--- src/rtl/fcl_pkg.sv ---
package fcl_pkg;

  typedef enum logic [1:0] {
    SQ_IDLE   = 2'd0,
    SQ_GAP    = 2'd1,
    SQ_SHIFT  = 2'd2,
    SQ_STROBE = 2'd3
  } seq_state_t;

  localparam int NUM_SETS = 3;

  // Latch-set index to select code: diagonal, horizontal, vertical.
  function automatic logic [1:0] set_code(input logic [1:0] idx);
    case (idx)
      2'd0:    return 2'b11;
      2'd1:    return 2'b10;
      default: return 2'b01;
    endcase
  endfunction

endpackage

--- src/rtl/fcl_bit_feed.sv ---
module fcl_bit_feed #(
  parameter int WIDTH = 64
) (
  input  logic             clk,
  input  logic             rst,
  input  logic             load_i,
  input  logic [WIDTH-1:0] vec_i,
  input  logic             pop_i,
  output logic             bit_o
);

  logic [WIDTH-1:0] shadow_q;

  always_ff @(posedge clk) begin
    if (rst) begin
      shadow_q <= '0;
    end else if (load_i) begin
      shadow_q <= vec_i;
    end else if (pop_i) begin
      shadow_q <= {shadow_q[WIDTH-2:0], 1'b0};
    end
  end

  // Highest remaining bit goes out first.
  assign bit_o = shadow_q[WIDTH-1];

endmodule

--- src/rtl/fcl_seq_ctrl.sv ---
module fcl_seq_ctrl
  import fcl_pkg::*;
#(
  parameter int TILES      = 64,
  parameter int STROBE_CYC = 2,
  parameter int GAP_CYC    = 1
) (
  input  logic       clk,
  input  logic       rst,
  input  logic       start_i,
  output logic       busy_o,
  output logic       done_o,
  output logic       scan_en_o,
  output logic [1:0] cfg_sel_o,
  output logic       load_o,
  output logic       pop_o,
  output logic [1:0] set_o
);

  localparam int MAX_A = (TILES > STROBE_CYC) ? TILES : STROBE_CYC;
  localparam int MAX_C = (MAX_A > GAP_CYC) ? MAX_A : GAP_CYC;
  localparam int CNT_W = $clog2(MAX_C + 1);
  localparam logic [CNT_W-1:0] SHIFT_LAST  = CNT_W'(TILES - 1);
  localparam logic [CNT_W-1:0] STROBE_LAST = CNT_W'(STROBE_CYC - 1);
  localparam logic [CNT_W-1:0] GAP_LAST    = CNT_W'(GAP_CYC - 1);
  localparam logic [1:0]       LAST_SET    = 2'(NUM_SETS - 1);

  seq_state_t       state_q;
  logic [CNT_W-1:0] cnt_q;
  logic [1:0]       set_q;
  logic             final_q;
  logic             gap_end, shift_end, strobe_end;

  always_comb begin
    gap_end    = (state_q == SQ_GAP)    && (cnt_q == GAP_LAST);
    shift_end  = (state_q == SQ_SHIFT)  && (cnt_q == SHIFT_LAST);
    strobe_end = (state_q == SQ_STROBE) && (cnt_q == STROBE_LAST);
    load_o     = (state_q == SQ_IDLE) && start_i;
    pop_o      = (gap_end && !final_q) || ((state_q == SQ_SHIFT) && !shift_end);
  end

  assign set_o = set_q;

  always_ff @(posedge clk) begin
    if (rst) begin
      state_q   <= SQ_IDLE;
      cnt_q     <= '0;
      set_q     <= '0;
      final_q   <= 1'b0;
      busy_o    <= 1'b0;
      done_o    <= 1'b0;
      scan_en_o <= 1'b0;
      cfg_sel_o <= 2'b00;
    end else begin
      done_o <= 1'b0;
      unique case (state_q)
        SQ_IDLE: begin
          if (start_i) begin
            state_q   <= SQ_GAP;
            cnt_q     <= '0;
            set_q     <= '0;
            final_q   <= 1'b0;
            busy_o    <= 1'b1;
            scan_en_o <= 1'b1;
            cfg_sel_o <= 2'b00;
          end
        end
        SQ_GAP: begin
          if (gap_end) begin
            cnt_q <= '0;
            if (final_q) begin
              state_q   <= SQ_IDLE;
              busy_o    <= 1'b0;
              scan_en_o <= 1'b0;
              done_o    <= 1'b1;
            end else begin
              state_q <= SQ_SHIFT;
            end
          end else begin
            cnt_q <= cnt_q + 1'b1;
          end
        end
        SQ_SHIFT: begin
          if (shift_end) begin
            state_q   <= SQ_STROBE;
            cnt_q     <= '0;
            cfg_sel_o <= set_code(set_q);
          end else begin
            cnt_q <= cnt_q + 1'b1;
          end
        end
        SQ_STROBE: begin
          if (strobe_end) begin
            state_q   <= SQ_GAP;
            cnt_q     <= '0;
            cfg_sel_o <= 2'b00;
            if (set_q == LAST_SET) final_q <= 1'b1;
            else                   set_q   <= set_q + 1'b1;
          end else begin
            cnt_q <= cnt_q + 1'b1;
          end
        end
        default: state_q <= SQ_IDLE;
      endcase
    end
  end

  AST_SEL_VIA_ZERO: assert property (@(posedge clk) disable iff (rst)
    (cfg_sel_o != 2'b00 && $past(cfg_sel_o) != 2'b00) |-> cfg_sel_o == $past(cfg_sel_o));

  AST_STROBE_HOLD: assert property (@(posedge clk) disable iff (rst)
    ($past(cfg_sel_o) == 2'b00 && cfg_sel_o != 2'b00) |=> cfg_sel_o == $past(cfg_sel_o));

  AST_SEL_INSIDE_RUN: assert property (@(posedge clk) disable iff (rst)
    (cfg_sel_o != 2'b00) |-> (busy_o && scan_en_o));

  AST_DONE_PULSE: assert property (@(posedge clk) disable iff (rst)
    done_o |=> !done_o);

  AST_DONE_RELEASES: assert property (@(posedge clk) disable iff (rst)
    $rose(done_o) |-> (!busy_o && !scan_en_o && $past(busy_o) && cfg_sel_o == 2'b00));

endmodule

--- src/rtl/fabric_cfg_loader.sv ---
module fabric_cfg_loader
  import fcl_pkg::*;
#(
  parameter int TILES      = 64,
  parameter int STROBE_CYC = 2,
  parameter int GAP_CYC    = 1
) (
  input  logic             clk,
  input  logic             rst,
  input  logic             start_i,
  input  logic [TILES-1:0] diag_i,
  input  logic [TILES-1:0] horiz_i,
  input  logic [TILES-1:0] vert_i,
  output logic             busy_o,
  output logic             done_o,
  output logic             scan_en_o,
  output logic             scan_dat_o,
  output logic [1:0]       cfg_sel_o
);

  logic             load, pop;
  logic [1:0]       cur_set;
  logic [TILES-1:0] set_vec [NUM_SETS];
  logic [NUM_SETS-1:0] feed_bit;

  assign set_vec[0] = diag_i;
  assign set_vec[1] = horiz_i;
  assign set_vec[2] = vert_i;

  fcl_seq_ctrl #(
    .TILES(TILES), .STROBE_CYC(STROBE_CYC), .GAP_CYC(GAP_CYC)
  ) u_ctrl (
    .clk(clk), .rst(rst), .start_i(start_i),
    .busy_o(busy_o), .done_o(done_o), .scan_en_o(scan_en_o),
    .cfg_sel_o(cfg_sel_o), .load_o(load), .pop_o(pop), .set_o(cur_set)
  );

  for (genvar g = 0; g < NUM_SETS; g++) begin : g_feed
    fcl_bit_feed #(.WIDTH(TILES)) u_feed (
      .clk(clk), .rst(rst), .load_i(load), .vec_i(set_vec[g]),
      .pop_i(pop && (cur_set == 2'(g))), .bit_o(feed_bit[g])
    );
  end

  always_ff @(posedge clk) begin
    if (rst) scan_dat_o <= 1'b0;
    else     scan_dat_o <= pop ? feed_bit[cur_set] : 1'b0;
  end

  AST_DATA_QUIET: assert property (@(posedge clk) disable iff (rst)
    !scan_en_o |-> !scan_dat_o);

  AST_START_IGNORED: assert property (@(posedge clk) disable iff (rst)
    (busy_o && start_i) |=> (busy_o || done_o));

endmodule

--- config.mk ---
export PLATFORM = sky130hd
export DESIGN_NAME = fabric_cfg_loader
export DESIGN_NICKNAME = d
export VERILOG_FILES = /design/src/rtl/fcl_pkg.sv /design/src/rtl/fcl_bit_feed.sv /design/src/rtl/fcl_seq_ctrl.sv /design/src/rtl/fabric_cfg_loader.sv
export SDC_FILE = /design/constraint.sdc
export NUM_CORES = 1
export LEC_CHECK = 0
export BUFFER_PORTS_ARGS = -buffer_cell sky130_fd_sc_hd__buf_2
export CORE_MARGIN = 3
export CORE_UTILIZATION = 47
export CTS_CLUSTER_SIZE = 30
export DETAILED_ROUTE_END_ITERATION = 8
export MAX_ROUTING_LAYER = met4
export PLACE_DENSITY = 0.67
export SYNTH_ARGS = -nofsm -noshare
export SYNTH_HDL_FRONTEND = slang
export SYNTH_SLANG_ARGS = --single-unit
--- constraint.sdc ---
create_clock -name clk -period 4.77 [get_ports clk]
set_input_delay 0.2385 -clock clk [delete_from_list [all_inputs] [get_ports clk]]
set_output_delay 0.2385 -clock clk [all_outputs]
set_load 0.005 [all_outputs]
[After elaboration in Yosys (flattened, before gate mapping)]
Index checks and enable logic that the tools add are counted.
Widths: inputs -> output; s select.
Storage, ports and cells
  register bits: 209
  input port bits: 195
  logic and storage cells: 95
Cells by class
  add/subtract/negate cells: 2
  $lt $le $gt $ge: 1
  eq/ne operators: 14
  muxes and demuxes: 36
  bitwise logic cells: 3
  reduce and logical (&&, ||, !) cells: 28
Operators with widths (count)
  $mux 64: 6
  $mux 7: 4
  $pmux 7 s4: 1
  $mux 2: 10
  $reduce_and 4->1: 5
  $reduce_bool 2->1: 5
  $logic_and 1x1->1: 9
  $mux 1: 8
  $ne 2x1->1 const B: 4
  $pmux 2 s2: 2
  $pmux 2 s4: 1
  $add 7x1->7 const B: 1
  $eq 7x1->1 const B: 1
  $eq 7x6->1 const B: 1
  $logic_not 7->1: 1
  $eq 2x2->1 const B: 3
  $ne 2x2->1 const B: 3
  $pmux 2 s3: 1
  $eq 2x1->1 const B: 2
  $logic_not 2->1: 2
  $pmux 1 s2: 2
  $lt 2x3->1 const B: 1
  $not 1->1: 3
  $reduce_bool 3->1: 1
  other kinds (6): 7

[Longest topological paths before layout]
  depth in word-level cells: 8
  depth in mapped cells: 9
  mapped depth without buffers: 6

[Hierarchy]
Synthesis repeated with hierarchy kept, for this count alone.
Second synthesis, totals
  cell total of the unflattened synthesis: 974
  area, all modules: 10094.7 µm²
Modules (own cells, without submodules)
  fcl_bit_feed: times used 3, cells an instance 284, area each 3006.6 µm²
  fcl_seq_ctrl: times used 1, cells an instance 113, area each 998.5 µm²
  fabric_cfg_loader: times used 1, cells an instance 9, area each 76.3 µm²

[Worst setup path after synthesis]
No wires, ideal clock.
  kind: register -> register
  start: reg u_ctrl.cnt_q[0]
  end: reg u_ctrl.cfg_sel_o[1]
  data arrival time: 1.781 ns
  slack: 2.868 ns
  cell stages (with the launch flop): 7
  path buffers: 1
  period minus slack after synthesis: 1.902 ns
  cell sequence: dfxtp_1 -> ha_1 -> nand4b_4 -> o21a_1 -> buf_6 -> nor4_2 -> mux2_2
Between the ends
  longest elaborated chain between the ends: 4
  elaborated cells between the ends (all ways): 7
RTL lines
  start, declared: line fcl_seq_ctrl.sv:29  | logic [CNT_W-1:0] cnt_q;
  start signal, assigned: line fcl_seq_ctrl.sv:80  | cnt_q <= cnt_q + 1'b1;
  start signal, assigned: line fcl_seq_ctrl.sv:89  | cnt_q <= cnt_q + 1'b1;
  start signal, assigned: line fcl_seq_ctrl.sv:100  | cnt_q <= cnt_q + 1'b1;
  $eq 7x6->1 or $eq 7x1->1 (tied branches): line fcl_seq_ctrl.sv:36, fcl_seq_ctrl.sv:37
  $logic_and 1x1->1 (on tied branches): line fcl_seq_ctrl.sv:36, fcl_seq_ctrl.sv:37
  $ne 2x1->1 (no line)
  $reduce_and 4->1 (no line) (*)
  end signal, assigned: line fcl_seq_ctrl.sv:87  | cfg_sel_o <= set_code(set_q);
  end, declared: line fcl_seq_ctrl.sv:14  | output logic [1:0] cfg_sel_o,
Mark *: on every way between the ends. The rest lies on a longest branch, timed or not.
A chain may end at the register's enable or synchronous reset.

[Worst setup path after layout]
  start: reg u_ctrl.cnt_q[0]
  end: reg g_feed[1].u_feed.shadow_q[43]
Between the ends
  longest elaborated chain between the ends: 7
  elaborated cells between the ends (all ways): 10
RTL lines
  $eq 7x6->1: line fcl_seq_ctrl.sv:36  | shift_end = (state_q == SQ_SHIFT) && (cnt_q == SHIFT_LAST);
  $logic_and 1x1->1: line fcl_seq_ctrl.sv:36
  $logic_not 1->1: line fcl_seq_ctrl.sv:39  | pop_o = (gap_end && !final_q) || ((state_q == SQ_SHIFT) && !shift_end);
  $logic_and 1x1->1: line fcl_seq_ctrl.sv:39
  $logic_or 1x1->1 (*): line fcl_seq_ctrl.sv:39
  $logic_and 1x1->1 (*): line fabric_cfg_loader.sv:41  | .pop_i(pop && (cur_set == 2'(g))), .bit_o(feed_bit[g])
  $reduce_bool 2->1 (no line) (*)
  end signal, assigned: line fcl_bit_feed.sv:18  | shadow_q <= vec_i;
  end signal, assigned: line fcl_bit_feed.sv:20  | shadow_q <= {shadow_q[WIDTH-2:0], 1'b0};
  end, declared: line fcl_bit_feed.sv:12  | logic [WIDTH-1:0] shadow_q;
Marks and branches as above.

==> run_results.csv <==
group,metric,value,unit
outcome,run_status,"finished clean",
logic_synthesis,ys.warnings.count,0,
power,power_switching_share,36.4,%
logic_synthesis,synth-seq-area-share,37.5,%
grt,grt-ovfl-total,0,
worst_setup_path,worstReg2RegStart,"u_ctrl.cnt_q[0]",
route,dr.pass1.iters,5,
worst_setup_path,ff2ff_path_depth,6,
logic_synthesis,synth_edf_count,0,
sta,tns,0,ns
finish,final.fill_count,2149,
logic_synthesis,synth.top_cells.by_area,"sky130_fd_sc_hd__dfxtp_1, sky130_fd_sc_hd__a211oi_2, sky130_fd_sc_hd__a21boi_0",
flow_run,cap_viol_max_count,0,
finish,layout-drive-gt1-share,34.1,%
worst_setup_path,cp_num_buf_inv,1,
logic_synthesis,ys_async_sr_fraction,0,%
worst_setup_path,worst-path-max-fanout,39,
finish,postLayoutCoreUtil,56.2,%
placed_design,io_buffers,200,
cts,clock_buffers_created_by_tritoncts,24,
hold_path,hp-class,"in2reg",
die,die_x,160,um
worst_setup_path,critical-path-top-delay-family,"compound AO/OA/AOI/OAI gates",
sta,grt_setup_unrepaired,"no",
route,drcViolationCount,0,
logic_synthesis,synth.largest_area_cell,"sky130_fd_sc_hd__dfxtp_1",
worst_setup_path,worstPathCellList,"ha_1 -> nand4b_4 -> o21a_1 -> o21ai_4 -> buf_12 -> a211oi_2",
finish,layout_common_cells,"sky130_fd_sc_hd__dfxtp_1, sky130_fd_sc_hd__nor2_1, sky130_fd_sc_hd__buf_2",
logic_synthesis,yosys_most_used_dff,"sky130_fd_sc_hd__dfxtp_1",
cts,cts.path.max_buffers,3,
worst_setup_path,cp_slowest_cell,"sky130_fd_sc_hd__o21ai_4",
power,p_int,4.69,mW
logic_synthesis,synth_nets,1420,
finish,final-seq-area,4180,um2
cts,clock_sink_count,209,
hold_path,hold_path_end,"g_feed[2].u_feed.shadow_q[63]",
power,pwr-share-clk,25.5,%
cts,ctsHtreeMaxLevel,1,
sta,tightestPinTransition,1.15,ns
worst_setup_path,rr_endpoint,"g_feed[1].u_feed.shadow_q[43]",
sta,max-slew-margin-rel,23.3,%
die,start_util,48.5,%
logic_synthesis,syn_area,11100,um2
route,drt_iter0_drc,799,
power,total_leakage_power,4.87,nW
route,vias,9298,
power,power.share.sequential,34.3,%
hold_path,min_delay_path_depth,3,
sta,hold_viol_final,0,
grt,pin_count_of_the_biggest_net_entering_global_routing,141,
worst_setup_path,cp_data_arrival_time,3.17,ns
cts,clkLatencyLatePin,0.51,ns
worst_setup_path,ff2ff_setup_slack,1.98,ns
route,wirelength_routed,27200,um
route,viasPerCell,5.60,
logic_synthesis,post-synth-top-area-fraction,37.5,%
logic_synthesis,synth.lib_cells_used.distinct,45,
worst_setup_path,worst-endpoint-required,5.15,ns
worst_setup_path,cp-start-kind,"register",
die,floorplan_core_area,23000,um2
die,die_outline_area,25600,um2
power,share_comb_of_total_power,40.2,%
die,io_pins,201,
sta,worst_hold_slack,0.0447,ns
placed_design,gp_congestion,0.832,
die,core.rowCount,55,
sta,clock.fmax,359,MHz
power,power.ir.vdd_worst,0.241,mV
logic_synthesis,syn_inst,1213,
grt,gr-usage-all-layers,20.9,%
route,antenna_left,0,
finish,nets,1533,
hold_path,hold_path_startpoint,"vert_i[63]",
cts,cts-root-buf,"sky130_fd_sc_hd__clkbuf_16",
grt,grt_pass1_vias,8900,
logic_synthesis,ys_ff_latch,209,
sta,post-route-min-period,2.79,ns
route,routed_wire_length_per_instance,16.4,um
die,die_height,160,um
power,net-switching-power,2.68,mW
finish,layout_overhead_on_the_synthesized_area,15.8,%
worst_setup_path,critical_path.max_stage_delay,0.85,ns
sta,timing.clock.skew,0.0111,ns
sta,max_slew_violations,0,
logic_synthesis,syn_area_per_cell,9.19,um2
finish,final_common_cell,"sky130_fd_sc_hd__dfxtp_1",
grt,global_route_wire_length_before_repair,45000,um
cts,worst_setup_hold_path_clk_slew,0.06,ns
sta,finalSetupViolations,0,
worst_setup_path,worstSetupEndpointType,"register",
cts,cts_tree,"yes",
grt,grt_antenna_before_repair,3,
worst_setup_path,path_class,"reg2reg",
placed_design,dp_hpwl,16400,um
sta,timing.final.crit_share,58.4,%
finish,multi_input_gate_area,6310,um2
power,pwr_density_cell,571,nW/um2
cts,resized_after_cts,0,
## logic make-up (layout without fill, tap and decap cells)
group | Yosys count | count (layout) | share of synthesized area, %
fa+ha+maj | 12 | 12 | 1.35
simple gates | 250 | 250 | 9.82
mux | 5 | 5 | 0.471
xor+xnor | 6 | 6 | 0.471
compound gates | 592 | 592 | 44.1
buf+inv | 139 | 269 | 6.22
flops | 209 | 209 | 37.5
other cells | 0 | 3 | 0
## final cells by class
class | instances | area share [%]
Inverter | 9 | 0.281
Clock buffer | 36 | 5.94
Tap cell | 313 | 3.03
Antenna cell | 3 | 0.0581
Timing Repair Buffer | 217 | 8.99
Sequential cell | 209 | 32.4
Multi-Input combinational cell | 865 | 48.8
Clock inverter | 7 | 0.465
## registers in the layout, summed over array words and instances, names as in the netlist
register	count
scan_dat_o	1
u_ctrl.cfg_sel_o	2
u_ctrl.state_q	2
g_feed.u_feed.shadow_q	192
u_ctrl.cnt_q	7
u_ctrl.final_q	1
u_ctrl.done_o	1
u_ctrl.set_o	2
u_ctrl.busy_o	1
## per-stage QoR
stage	setup WS (ns)	area, um2	power [mW]	cells
6_report	1.98	12900	7.37	1659
4_1_cts	1.96	12900	7.45	1656
3_3_place_gp	2.04	12100	5.48	1610
5_1_grt	1.76	12900	7.89	1659
3_5_place_dp	1.97	12100	5.54	1610
2_1_floorplan	2.87	11100	5.06	1213
## power by group through the flow
stage | combinational (mW) | clock, mW | sequential [mW]
6_report | 2.97 | 1.88 | 2.53
5_1_grt | 3.32 | 1.99 | 2.58
4_1_cts | 2.99 | 1.93 | 2.53
3_5_place_dp | 2.97 | 0 | 2.57
3_3_place_gp | 2.93 | 0 | 2.54
2_1_floorplan | 2.54 | 0 | 2.52
## worst max path at each step
stage,slack [ns],endpoint,cells after the start,from
finish,1.98,g_feed[1].u_feed.shadow_q[43],6,u_ctrl.cnt_q[0]
global route,1.76,g_feed[1].u_feed.shadow_q[53],6,u_ctrl.cnt_q[0]
global placement,2.04,g_feed[1].u_feed.shadow_q[49],6,u_ctrl.cnt_q[0]
detailed placement,1.97,g_feed[1].u_feed.shadow_q[43],6,u_ctrl.cnt_q[0]
CTS,1.96,g_feed[1].u_feed.shadow_q[43],6,u_ctrl.cnt_q[0]
floorplan,2.87,u_ctrl.cfg_sel_o[1],6,u_ctrl.cnt_q[0]
## synthesized netlist by cell type (all sizes together) (7+ instances only)
| library cell | number |
|---|---|
| dfxtp | 209 |
| nor2 | 202 |
| o21ai | 192 |
| a211oi | 189 |
| a21boi | 183 |
| clkbuf | 100 |
| buf | 30 |
| nand2 | 16 |
| ha | 12 |
| inv | 9 |
| a21oi | 8 |
| nand4 | 8 |
| o211ai | 7 |
## layer usage
| layer | global-route usage [%] | share of wire (%) |
|---|---|---|
| met1 | 29.5 | 48 |
| met2 | 32.0 | 46 |
| met3 | 2.88 | 4.7 |
| met4 | 4.54 | 1.9 |
| met5 | - | 0 |
## worst register-to-register path, cell delays in order (launching register included)
cell	delay [ns]
sky130_fd_sc_hd__dfxtp_1	0.39
sky130_fd_sc_hd__ha_1	0.27
sky130_fd_sc_hd__nand4b_4	0.19
sky130_fd_sc_hd__o21a_1	0.46
sky130_fd_sc_hd__o21ai_4	0.85
sky130_fd_sc_hd__buf_12	0.35
sky130_fd_sc_hd__a211oi_2	0.14
## timing repair
action                                  4_1_cts  5_1_grt
endpoints found under the hold margin         3        0
buffers inserted                              0        0
hold buffers                                  3        0
endpoints found under the setup margin        0        0
Note: power is estimated with default switching activity, not from simulation.
